--- src/rtl/lpsel_pkg.sv ---
package lpsel_pkg;

    typedef enum logic [1:0] {
        LP_NONE = 2'b00,
        LP_F32K = 2'b01,
        LP_F3K2 = 2'b10
    } lp_class_e;

endpackage

--- src/rtl/lpsel_edge_sync.sv ---
module lpsel_edge_sync #(
    parameter int STAGES = 2
) (
    input  logic clk,
    input  logic rst_n,
    input  logic async_i,
    output logic rise_o
);

    typedef struct packed {
        logic [STAGES:0] chain;
        logic            rise;
    } st_t;

    st_t q, d;

    always_comb begin
        d       = q;
        d.chain = {q.chain[STAGES-1:0], async_i};
        d.rise  = q.chain[STAGES-1] & ~q.chain[STAGES];
    end

    always_ff @(posedge clk) begin
        if (!rst_n) q <= '0;
        else        q <= d;
    end

    assign rise_o = q.rise;

    // an edge pulse never lasts two cycles
    a_r11_rise_single: assert property (@(posedge clk) disable iff (!rst_n)
        q.rise |=> !q.rise);

endmodule

--- src/rtl/lpsel_period_meter.sv ---
module lpsel_period_meter
    import lpsel_pkg::*;
#(
    parameter int TIMEOUT     = 8192,
    parameter int FAST_MIN    = 380,
    parameter int FAST_MAX    = 415,
    parameter int SLOW_MIN    = 3900,
    parameter int SLOW_MAX    = 4250,
    parameter int SYNC_STAGES = 2
) (
    input  logic      clk,
    input  logic      rst_n,
    input  logic      lp_i,
    output logic      rise_o,
    output logic      meas_stb_o,
    output lp_class_e meas_cls_o
);

    localparam int CNT_W = $clog2(TIMEOUT + 1);

    typedef struct packed {
        logic [CNT_W-1:0] cnt;
        logic             armed;
        logic             stb;
        lp_class_e        cls;
    } st_t;

    st_t  q, d;
    logic rise;

    lpsel_edge_sync #(.STAGES(SYNC_STAGES)) u_sync (
        .clk     (clk),
        .rst_n   (rst_n),
        .async_i (lp_i),
        .rise_o  (rise)
    );

    function automatic lp_class_e classify(input logic [CNT_W-1:0] per);
        int v;
        v = int'(per);
        if (v >= FAST_MIN && v <= FAST_MAX)      return LP_F32K;
        else if (v >= SLOW_MIN && v <= SLOW_MAX) return LP_F3K2;
        else                                     return LP_NONE;
    endfunction

    always_comb begin
        d     = q;
        d.stb = 1'b0;
        d.cls = LP_NONE;
        if (rise) begin
            d.stb   = q.armed;
            d.cls   = q.armed ? classify(q.cnt) : LP_NONE;
            d.cnt   = CNT_W'(1);
            d.armed = 1'b1;
        end else if (q.cnt >= CNT_W'(TIMEOUT)) begin
            d.stb   = 1'b1;
            d.cls   = LP_NONE;
            d.cnt   = CNT_W'(1);
            d.armed = 1'b0;
        end else begin
            d.cnt   = q.cnt + CNT_W'(1);
        end
    end

    always_ff @(posedge clk) begin
        if (!rst_n) q <= '{cnt: CNT_W'(1), armed: 1'b0, stb: 1'b0, cls: LP_NONE};
        else        q <= d;
    end

    assign rise_o     = rise;
    assign meas_stb_o = q.stb;
    assign meas_cls_o = q.cls;

    // the period counter never runs past the timeout
    a_r5_cnt_bounded: assert property (@(posedge clk) disable iff (!rst_n)
        q.cnt <= CNT_W'(TIMEOUT));

    // measurement strobes are isolated single cycles
    a_r4_stb_single: assert property (@(posedge clk) disable iff (!rst_n)
        q.stb |=> !q.stb);

endmodule

--- src/rtl/lpsel_class_filter.sv ---
module lpsel_class_filter
    import lpsel_pkg::*;
(
    input  logic      clk,
    input  logic      rst_n,
    input  logic      in_stb_i,
    input  lp_class_e in_cls_i,
    output lp_class_e code_o,
    output logic      valid_o
);

    typedef struct packed {
        lp_class_e last;
        logic      have_last;
        lp_class_e code;
        logic      valid;
    } st_t;

    st_t q, d;

    always_comb begin
        d = q;
        if (in_stb_i) begin
            if (q.have_last && (in_cls_i == q.last)) begin
                d.code  = in_cls_i;
                d.valid = 1'b1;
            end
            d.last      = in_cls_i;
            d.have_last = 1'b1;
        end
    end

    always_ff @(posedge clk) begin
        if (!rst_n) q <= '{last: LP_NONE, have_last: 1'b0, code: LP_NONE, valid: 1'b0};
        else        q <= d;
    end

    assign code_o  = q.code;
    assign valid_o = q.valid;

    // valid is sticky once set
    a_r6_valid_sticky: assert property (@(posedge clk) disable iff (!rst_n)
        q.valid |=> q.valid);

    // valid only rises right after a measurement
    a_r6_valid_after_meas: assert property (@(posedge clk) disable iff (!rst_n)
        $rose(q.valid) |-> $past(in_stb_i));

    // code holds while no measurement arrives
    a_r7_code_hold: assert property (@(posedge clk) disable iff (!rst_n)
        !in_stb_i |=> $stable(q.code));

endmodule

--- src/rtl/lpsel_phase_nco.sv ---
module lpsel_phase_nco #(
    parameter int REF_HZ  = 13_000_000,
    parameter int TICK_HZ = 32_768
) (
    input  logic clk,
    input  logic rst_n,
    output logic tick_o
);

    localparam int             ACC_W = $clog2(REF_HZ);
    localparam logic [ACC_W:0] STEP  = (ACC_W+1)'(TICK_HZ);
    localparam logic [ACC_W:0] WRAP  = (ACC_W+1)'(REF_HZ);

    typedef struct packed {
        logic [ACC_W-1:0] acc;
        logic             tick;
    } st_t;

    st_t            q, d;
    logic [ACC_W:0] sum;

    always_comb begin
        d      = q;
        sum    = {1'b0, q.acc} + STEP;
        d.tick = 1'b0;
        if (sum >= WRAP) begin
            d.acc  = ACC_W'(sum - WRAP);
            d.tick = 1'b1;
        end else begin
            d.acc  = sum[ACC_W-1:0];
        end
    end

    always_ff @(posedge clk) begin
        if (!rst_n) q <= '0;
        else        q <= d;
    end

    assign tick_o = q.tick;

    // phase stays inside its modulus
    a_r8_acc_range: assert property (@(posedge clk) disable iff (!rst_n)
        {1'b0, q.acc} < WRAP);

    // derived tick is a single cycle
    a_r11_nco_single: assert property (@(posedge clk) disable iff (!rst_n)
        q.tick |=> !q.tick);

endmodule

--- src/rtl/lp_clk_select.sv ---
module lp_clk_select
    import lpsel_pkg::*;
#(
    parameter int REF_HZ      = 13_000_000,
    parameter int TICK_HZ     = 32_768,
    parameter int TIMEOUT     = 8192,
    parameter int FAST_MIN    = 380,
    parameter int FAST_MAX    = 415,
    parameter int SLOW_MIN    = 3900,
    parameter int SLOW_MAX    = 4250,
    parameter int SYNC_STAGES = 2
) (
    input  logic       clk,
    input  logic       rst_n,
    input  logic       ext_lp_i,
    input  logic       xtal_lp_i,
    input  logic       ref_always_on_i,
    output logic [1:0] det_code_o,
    output logic       det_valid_o,
    output logic       slow_tick_o
);

    typedef struct packed {
        logic tick;
    } st_t;

    st_t       q, d;
    logic      ext_rise, xtal_rise, nco_tick, meas_stb, ext_ok;
    lp_class_e meas_cls, code;
    logic      valid;

    lpsel_period_meter #(
        .TIMEOUT(TIMEOUT), .FAST_MIN(FAST_MIN), .FAST_MAX(FAST_MAX),
        .SLOW_MIN(SLOW_MIN), .SLOW_MAX(SLOW_MAX), .SYNC_STAGES(SYNC_STAGES)
    ) u_meter (
        .clk        (clk),
        .rst_n      (rst_n),
        .lp_i       (ext_lp_i),
        .rise_o     (ext_rise),
        .meas_stb_o (meas_stb),
        .meas_cls_o (meas_cls)
    );

    lpsel_class_filter u_filter (
        .clk      (clk),
        .rst_n    (rst_n),
        .in_stb_i (meas_stb),
        .in_cls_i (meas_cls),
        .code_o   (code),
        .valid_o  (valid)
    );

    lpsel_edge_sync #(.STAGES(SYNC_STAGES)) u_xtal_sync (
        .clk     (clk),
        .rst_n   (rst_n),
        .async_i (xtal_lp_i),
        .rise_o  (xtal_rise)
    );

    lpsel_phase_nco #(.REF_HZ(REF_HZ), .TICK_HZ(TICK_HZ)) u_nco (
        .clk    (clk),
        .rst_n  (rst_n),
        .tick_o (nco_tick)
    );

    assign ext_ok = valid && (code != LP_NONE);

    always_comb begin
        d = q;
        if (ref_always_on_i) d.tick = nco_tick;
        else if (ext_ok)     d.tick = ext_rise;
        else                 d.tick = xtal_rise;
    end

    always_ff @(posedge clk) begin
        if (!rst_n) q <= '0;
        else        q <= d;
    end

    assign det_code_o  = code;
    assign det_valid_o = valid;
    assign slow_tick_o = q.tick;

    // the reserved code never appears
    a_r4_code_legal: assert property (@(posedge clk) disable iff (!rst_n)
        det_code_o != 2'b11);

    // in external mode a tick always follows an external edge
    a_r9_ext_tick_src: assert property (@(posedge clk) disable iff (!rst_n)
        (!ref_always_on_i && ext_ok && $stable(ext_ok) && ext_rise) |=> slow_tick_o);

endmodule

--- config.mk ---
export PLATFORM = sky130hd
export DESIGN_NAME = lp_clk_select
export DESIGN_NICKNAME = d
export VERILOG_FILES = /design/src/rtl/lpsel_pkg.sv /design/src/rtl/lpsel_edge_sync.sv /design/src/rtl/lpsel_period_meter.sv /design/src/rtl/lpsel_class_filter.sv /design/src/rtl/lpsel_phase_nco.sv /design/src/rtl/lp_clk_select.sv
export SDC_FILE = /design/constraint.sdc
export NUM_CORES = 1
export LEC_CHECK = 0
export CORE_ASPECT_RATIO = 0.9
export CORE_UTILIZATION = 54
export DETAILED_ROUTE_END_ITERATION = 8
export PLACE_DENSITY = 0.75
export SYNTH_ARGS = -nofsm -noshare
export SYNTH_HDL_FRONTEND = slang
export SYNTH_SLANG_ARGS = --single-unit
--- constraint.sdc ---
create_clock -name clk -period 2.4 [get_ports clk]
set_input_delay 0.24 -clock clk [delete_from_list [all_inputs] [get_ports clk]]
set_output_delay 0.24 -clock clk [all_outputs]
set_load 0.02 [all_outputs]
==> metrics.cfg, run 1 <==
[setup_path]
start_kind=flop
worst_path_max_delay_cell=dfxtp_1
reg2reg_from=u_nco.q[18]
path_delay_family=simple AND/OR/NAND/NOR gates
crit-reg2reg-capture=u_nco.q[17]
path_cells=nand4_4 -> or3_4 -> o211ai_4 -> o31ai_2 -> buf_4 -> or3_2 -> a21oi_1
worst-endpoint-required_ns=2.62
worst_ep_arrival_time_ns=2.53
cpPeakStageDelay_ns=0.52
crit_buf_inv=1
reg2regPathDepth=7
endpoint_kind=flop
reg2reg_slack_ns=0.09
critPathMaxFanout=9
path_class=reg -> reg

[cts]
cts_tree=built
htreeDepth=2
cts_made_buffers=5
postCtsSetupRepairBufs=0
cts.sinks=52
clock_latency_ns=0.30
cts_buffer_depth=2
path_clk_slew_ns=0.09
clockRootBuffer=clkbuf_8
cts_hold_buf=0

[min_path]
worstHoldStart=u_meter.u_sync.q[3]
min_to=u_meter.u_sync.rise_o
hold_depth=1
hp-class=reg -> reg

[floorplanning]
io_pins=9
core_area_mm2=0.00452
fp.dieArea_mm2=0.00505
initial_utilization=0.570
rows=23
die_x_um=74.8
die_h_um=67.5

[route]
drc=0
first_pass_iters=4
vias_per_cell=5.50
finalWirelength_um=4800
drt-initial-drc-count=137
wl_per_cell_um=12.9
vias=2046
ant_nets=0

[sta]
tightest_slew_ns=0.539
min_period_over_period=0.961
setup_viol=0
max_freq_ghz=0.434
skew_ns=0.00996
slew-limit-headroom=0.636
period_minus_slack_ns=2.31
finalHoldViolations=0
drv_slew=0

[yosys]
synth_ff_type=dfxtp_1
synth_cell_types=50
ys_seq_area_frac=0.404
ys_seq_elements=52
synth_cells=297
avgSynthCellArea_um2=8.67
synth_area_mm2=0.00257
async_reset_ff_frac=0
ys.warnings.count=0
synth_fp_nets=308
synth-edff-count=0

[outcome]
outcome=completed

[place]
port_buffers=8
hpwl_um=3310
place_area_mm2=0.00273
gp_congestion=0.943

[global_route]
overflow=0
grt_pass1_vias=1820
use_met1=0.284
grt_util_met2=0.320
grt_first_pass_wirelength_um=8010
grt_start_max_net_pins=28
met3_usage=0.0418
top_usage_layer=met2
grt_use_total=0.205
antenna_found_initial=0

[power]
peakVddDrop_mv=0.388
power_density_mw_per_mm2=551
p_leak_nw=1.02

[finish]
antenna_cells=0
syn_to_final_growth_pct=13.3
fin_area_mm2=0.00292
final_core_util=0.645
layout_commonest_cell=dfxtp_1
drive_gt1_frac=0.139
nets=320
final_cell_mix=50 x dfxtp_1, 40 x nor2_1, 17 x a21oi_1

[job]
drv_cap=0

==> report_power, final <==
| group | switching (mW) | total (mW) | internal, mW | leakage (nW) |
|---|---|---|---|---|
| clock | 0.275 | 0.616 | 0.341 | 0.0614 |
| sequential | 0.0170 | 0.897 | 0.880 | 0.422 |
| combinational | 0.0501 | 0.0953 | 0.0452 | 0.536 |
==> worst max-delay path by stage <==
stage | start | to | slack (ns) | depth (start not counted)
CTS | u_nco.q[16] | u_nco.q[11] | 0.03 | 9
floorplan | u_nco.q[17] | u_nco.q[13] | 0.14 | 9
finish | u_nco.q[18] | u_nco.q[17] | 0.09 | 7
global route | u_nco.q[16] | u_nco.q[17] | -0.006 | 9
global placement | u_nco.q[16] | u_nco.q[11] | 0.11 | 8
detailed placement | u_nco.q[16] | u_nco.q[11] | 0.01 | 9
==> sequential cells by signal, indices dropped and copies added, names as in the netlist, 2 cells and up <==
signal              count
u_meter.meas_cls_o      2
u_meter.q              15
u_nco.q                18
u_filter.q              3
u_filter.code_o         2
u_xtal_sync.d           2
u_meter.u_sync.d        2
==> worst reg2reg max path, stage by stage (launching register included) <==
cell and delay, ns:
dfxtp_1 0.52, nand4_4 0.17, or3_4 0.42, o211ai_4 0.24, o31ai_2 0.14, buf_4 0.17
or3_2 0.44, a21oi_1 0.14
==> final cells by class <==
class | instances | area [um2]
flip-flops and latches | 52 | 1040
multi-input cells | 220 | 1450
repair buffers | 21 | 185
clock inverters | 2 | 38.8
fillers | 371 | 1600
well taps | 62 | 77.6
clock buffers | 6 | 82.6
inverters | 9 | 33.8
==> metal layers <==
layer | part of all wire | up-vias
met1 | 0.52 | 947
met4 | 0.0079 | 0
met5 | 0 | -
met3 | 0.031 | 5
li1 | - | 1065
met2 | 0.44 | 29
==> cells in the mapped netlist (2+ instances only) <==
master	n	area share
xor2_1	12	0.041
buf_6	2	0.0087
nor3_1	11	0.021
nand4_1	6	0.015
a22oi_1	2	0.0058
or3_2	2	0.0058
a21boi_0	2	0.0058
clkbuf_1	5	0.0073
nand3_1	13	0.025
inv_1	9	0.013
buf_4	5	0.015
nand2_1	13	0.019
ha_1	6	0.029
or3_1	8	0.019
mux2i_1	6	0.023
nor2b_1	5	0.012
nor3b_1	4	0.012
a211oi_1	4	0.012
xnor2_1	8	0.027
and3_1	2	0.0049
and4_1	2	0.0068
o21a_1	5	0.015
a21o_1	2	0.0058
a32oi_1	2	0.0068
nor2_1	40	0.058
nor4_1	2	0.0049
buf_2	4	0.0078
a21oi_1	17	0.033
and4_2	2	0.0078
and2_1	10	0.024
o21ai_0	15	0.029
a211o_1	2	0.0068
dfxtp_1	52	0.40
==> through the flow <==
step / setup WS (ns) / cells / hold slack [ns] / power [mW] / setup TNS, ns
finish: 0.0937 / 372 / 0.392 / 1.61 / 0
global placement: 0.110 / 364 / 0.371 / 0.998 / 0
detailed placement: 0.0106 / 364 / 0.376 / 1.00 / 0
CTS: 0.0273 / 372 / 0.396 / 1.62 / 0
floorplan: 0.141 / 297 / 0.358 / 0.970 / 0
global route: -0.00613 / 372 / 0.406 / 1.68 / -0.00613
==> cells by family after synthesis <==
kind of cell,count (synthesis),synth area share
and+or+nand+nor,129,0.271
AOI/OAI and AO/OA,59,0.153
DFF,52,0.404
buffers and inverters,25,0.0515
xor gates and xnor gates,20,0.0681
muxes,6,0.0233
adders and majority gates,6,0.0292
==> repair_timing <==
| item | 4_1_cts | 5_1_grt |
|---|---|---|
| gates resized for setup | 1 | 12 |
| pin swaps | 0 | 2 |
| setup endpoints to repair | 1 | 8 |
| hold endpoints to repair | 0 | 0 |
Power figures use the tool's default switching activity.
==> run 2, diff against run 1 <==
Settings changed: CORE_UTILIZATION 54 to 56, DONT_BUFFER_PORTS from default to 1, PLACE_DENSITY 0.75 to 0.74.
==> run 2 against run 1 <==
  * Combinational power is 12% lower
  * Sequential power hardly changed
  * Core utilization is 1.4 points lower
  * Setup slack better by 0.033 ns
  * Non-clock buffer count is 8 lower
  * Count of clock-buffer cells in the layout is 1 lower
  * Sequential share of layout area is 1.5 points higher
==> metrics.cfg, run 2 (synthesis results as in run 1) <==
[route]
ant_nets=0  ; unchanged
drt-initial-drc-count=138  ; +0.73%
drc=0  ; unchanged
vias=2039  ; -0.34%
finalWirelength_um=4850  ; +0.87%
first_pass_iters=4  ; unchanged
vias_per_cell=5.60  ; +1.8%
wl_per_cell_um=13.3  ; +3.1%

[sta]
max_freq_ghz=0.440  ; +1.5%
skew_ns=0.00676  ; -0.00320 ns
period_minus_slack_ns=2.27  ; -0.0334 ns
setup_viol=0  ; unchanged
finalHoldViolations=0  ; unchanged
slew-limit-headroom=0.609  ; -0.0268
drv_slew=0  ; unchanged
tightest_slew_ns=0.579  ; +0.0396 ns
rsz0062_at_grt=true
min_period_over_period=0.947  ; -0.0139
tns_ns=0  ; unchanged

[floorplanning]
rows=23  ; unchanged
initial_utilization=0.581  ; +0.0111
die_h_um=66.3  ; -1.7%
fp.dieArea_mm2=0.00487  ; -3.5%
core_area_mm2=0.00443  ; -1.9%
io_pins=9  ; unchanged
die_x_um=73.5  ; -1.8%

[finish]
largest_reg_flops=18  ; unchanged
nFillCells=406  ; +9.4%
largest_register=u_nco.q
antenna_cells=0  ; unchanged
largestRegisters=u_nco.q x18, u_meter.q x15, u_filter.q x3
syn_to_final_growth_pct=8.65
layout_commonest_cell=dfxtp_1
final_cell_mix=50 x dfxtp_1, 40 x nor2_1, 17 x a21oi_1
nets=312  ; -2.5%
drive_gt1_frac=0.139  ; +0.000363

[global_route]
grt_use_total=0.217  ; +0.0119
grt_start_max_net_pins=29  ; +3.6%
overflow=0  ; unchanged
grt_pass1_vias=1818  ; -0.11%
grt_first_pass_wirelength_um=8180  ; +2.1%
antenna_found_initial=0  ; unchanged

[power]
peakVddDrop_mv=0.474  ; +22%
power_density_mw_per_mm2=533  ; -3.3%
seqPwrFrac=0.602  ; +0.044
internal_power_mw=1.13  ; -11%
p_leak_nw=0.972  ; -4.6%
sw_frac_of_total=0.242  ; +0.0290
switching_power_mw=0.360  ; +5.4%
clockPowerShare=0.342  ; -0.041
power_mw=1.49  ; -7.2%
pwr-share-comb=0.056  ; -0.003

[place]
gp_congestion=0.900  ; -4.5%
port_buffers=0  ; -8
hpwl_um=3480  ; +5.0%

[cts]
cts_made_buffers=5  ; unchanged
cts.sinks=52  ; unchanged
path_clk_slew_ns=0.10  ; about the same
postCtsSetupRepairBufs=0  ; unchanged
htreeDepth=2  ; unchanged
cts_tree=built
cts_buffer_depth=2  ; unchanged
clockRootBuffer=clkbuf_8
clock_latency_ns=0.30  ; about the same

[setup_path]
start_kind=flop
crit-reg2reg-capture=u_nco.q[17]
reg2reg_slack_ns=0.13  ; +0.03 ns
worst-endpoint-required_ns=2.64  ; +0.02 ns
path_class=reg -> reg
worst_ep_arrival_time_ns=2.51  ; -0.02 ns
reg2reg_from=u_nco.q[17]
endpoint_kind=flop
reg2regPathDepth=8  ; +1
critPathMaxFanout=5  ; -4

[min_path]
min_to=u_nco.q[13]
hold_depth=1  ; unchanged
worstHoldStart=rst_n
hp-class=in -> reg

[job]
drv_cap=0  ; unchanged

[outcome]
outcome=completed

[run 2: cell count changes in the layout (fill, tap and decap cells not counted), sizes merged]
cell           previous run  this run
inv                       9        11
clkinv                    1         0
clkbuf                    6         5
clkdlybuf4s50             8         0
bufinv                    1         0
clkinvlp                  0         1
[run 2: power groups by stage]
| stage | logic [mW] | registers, mW | clock network [mW] |
|---|---|---|---|
| final | 0.0840 | 0.897 | 0.510 |
| after global routing | 0.0950 | 0.901 | 0.562 |
| after CTS | 0.0775 | 0.895 | 0.528 |
| after detailed placement | 0.0773 | 0.915 | 0 |
| after global placement | 0.0754 | 0.914 | 0 |
| after floorplan | 0.0583 | 0.911 | 0 |
[run 2: per-layer routing]
metal / vias to the layer above / wire, um / track usage
met5: - / 0 / 0
met4: 0 / 37 / 0.0577
met3: 6 / 157 / 0.0473
met2: 29 / 2080 / 0.320
met1: 954 / 2580 / 0.315
li1: 1050 / - / -
[run 2: critical path, cell delays in order (launching register included)]
cell      delay (ns)
dfxtp_1         0.38
ha_4            0.18
nand4_4         0.13
or3_4           0.42
o211ai_4        0.24
o31ai_2         0.12
buf_4           0.17
or3_2           0.44
a21oi_1         0.15
[run 2: worst max-delay path by stage]
stage               cells after the start        start     endpoint  slack, ns
finish                                  8  u_nco.q[17]  u_nco.q[17]       0.13
global route                            9  u_nco.q[16]  u_nco.q[17]    -0.0008
CTS                                     8  u_nco.q[16]  u_nco.q[11]      0.001
detailed placement                      8  u_nco.q[16]  u_nco.q[11]       0.03
global placement                        8  u_nco.q[16]  u_nco.q[11]        0.1
floorplan                               9  u_nco.q[17]  u_nco.q[13]       0.14
[run 2: area by class of cell]
class / instances / area (um2) / share of cell area
multi-input combinational: 220 / 1450 / 0.517
tap: 62 / 77.6 / 0.0277
clock buffer: 5 / 68.8 / 0.0246
clock inverter: 3 / 25.0 / 0.00895
sequential: 52 / 1040 / 0.373
inverter: 9 / 33.8 / 0.0121
timing repair buffer: 13 / 101 / 0.0362
[run 2: repair_timing]
action	in CTS	in global routing
hold buffers	0	0
resized for setup	0	10
endpoints found under the setup margin	0	13
[run 2: per-stage QoR]
step                       util  instances  setup WS [ns]  hold WS (ns)  area (um2)
after floorplan               -        297          0.141         0.358        2570
after global placement    0.598        356         0.0969         0.362        2650
after detailed placement  0.598        356         0.0298         0.365        2650
after CTS                 0.619        364        0.00112        0.0399        2740
after global routing      0.631        364      -0.000802        0.0341        2800
final                     0.631        364          0.127        0.0485        2800
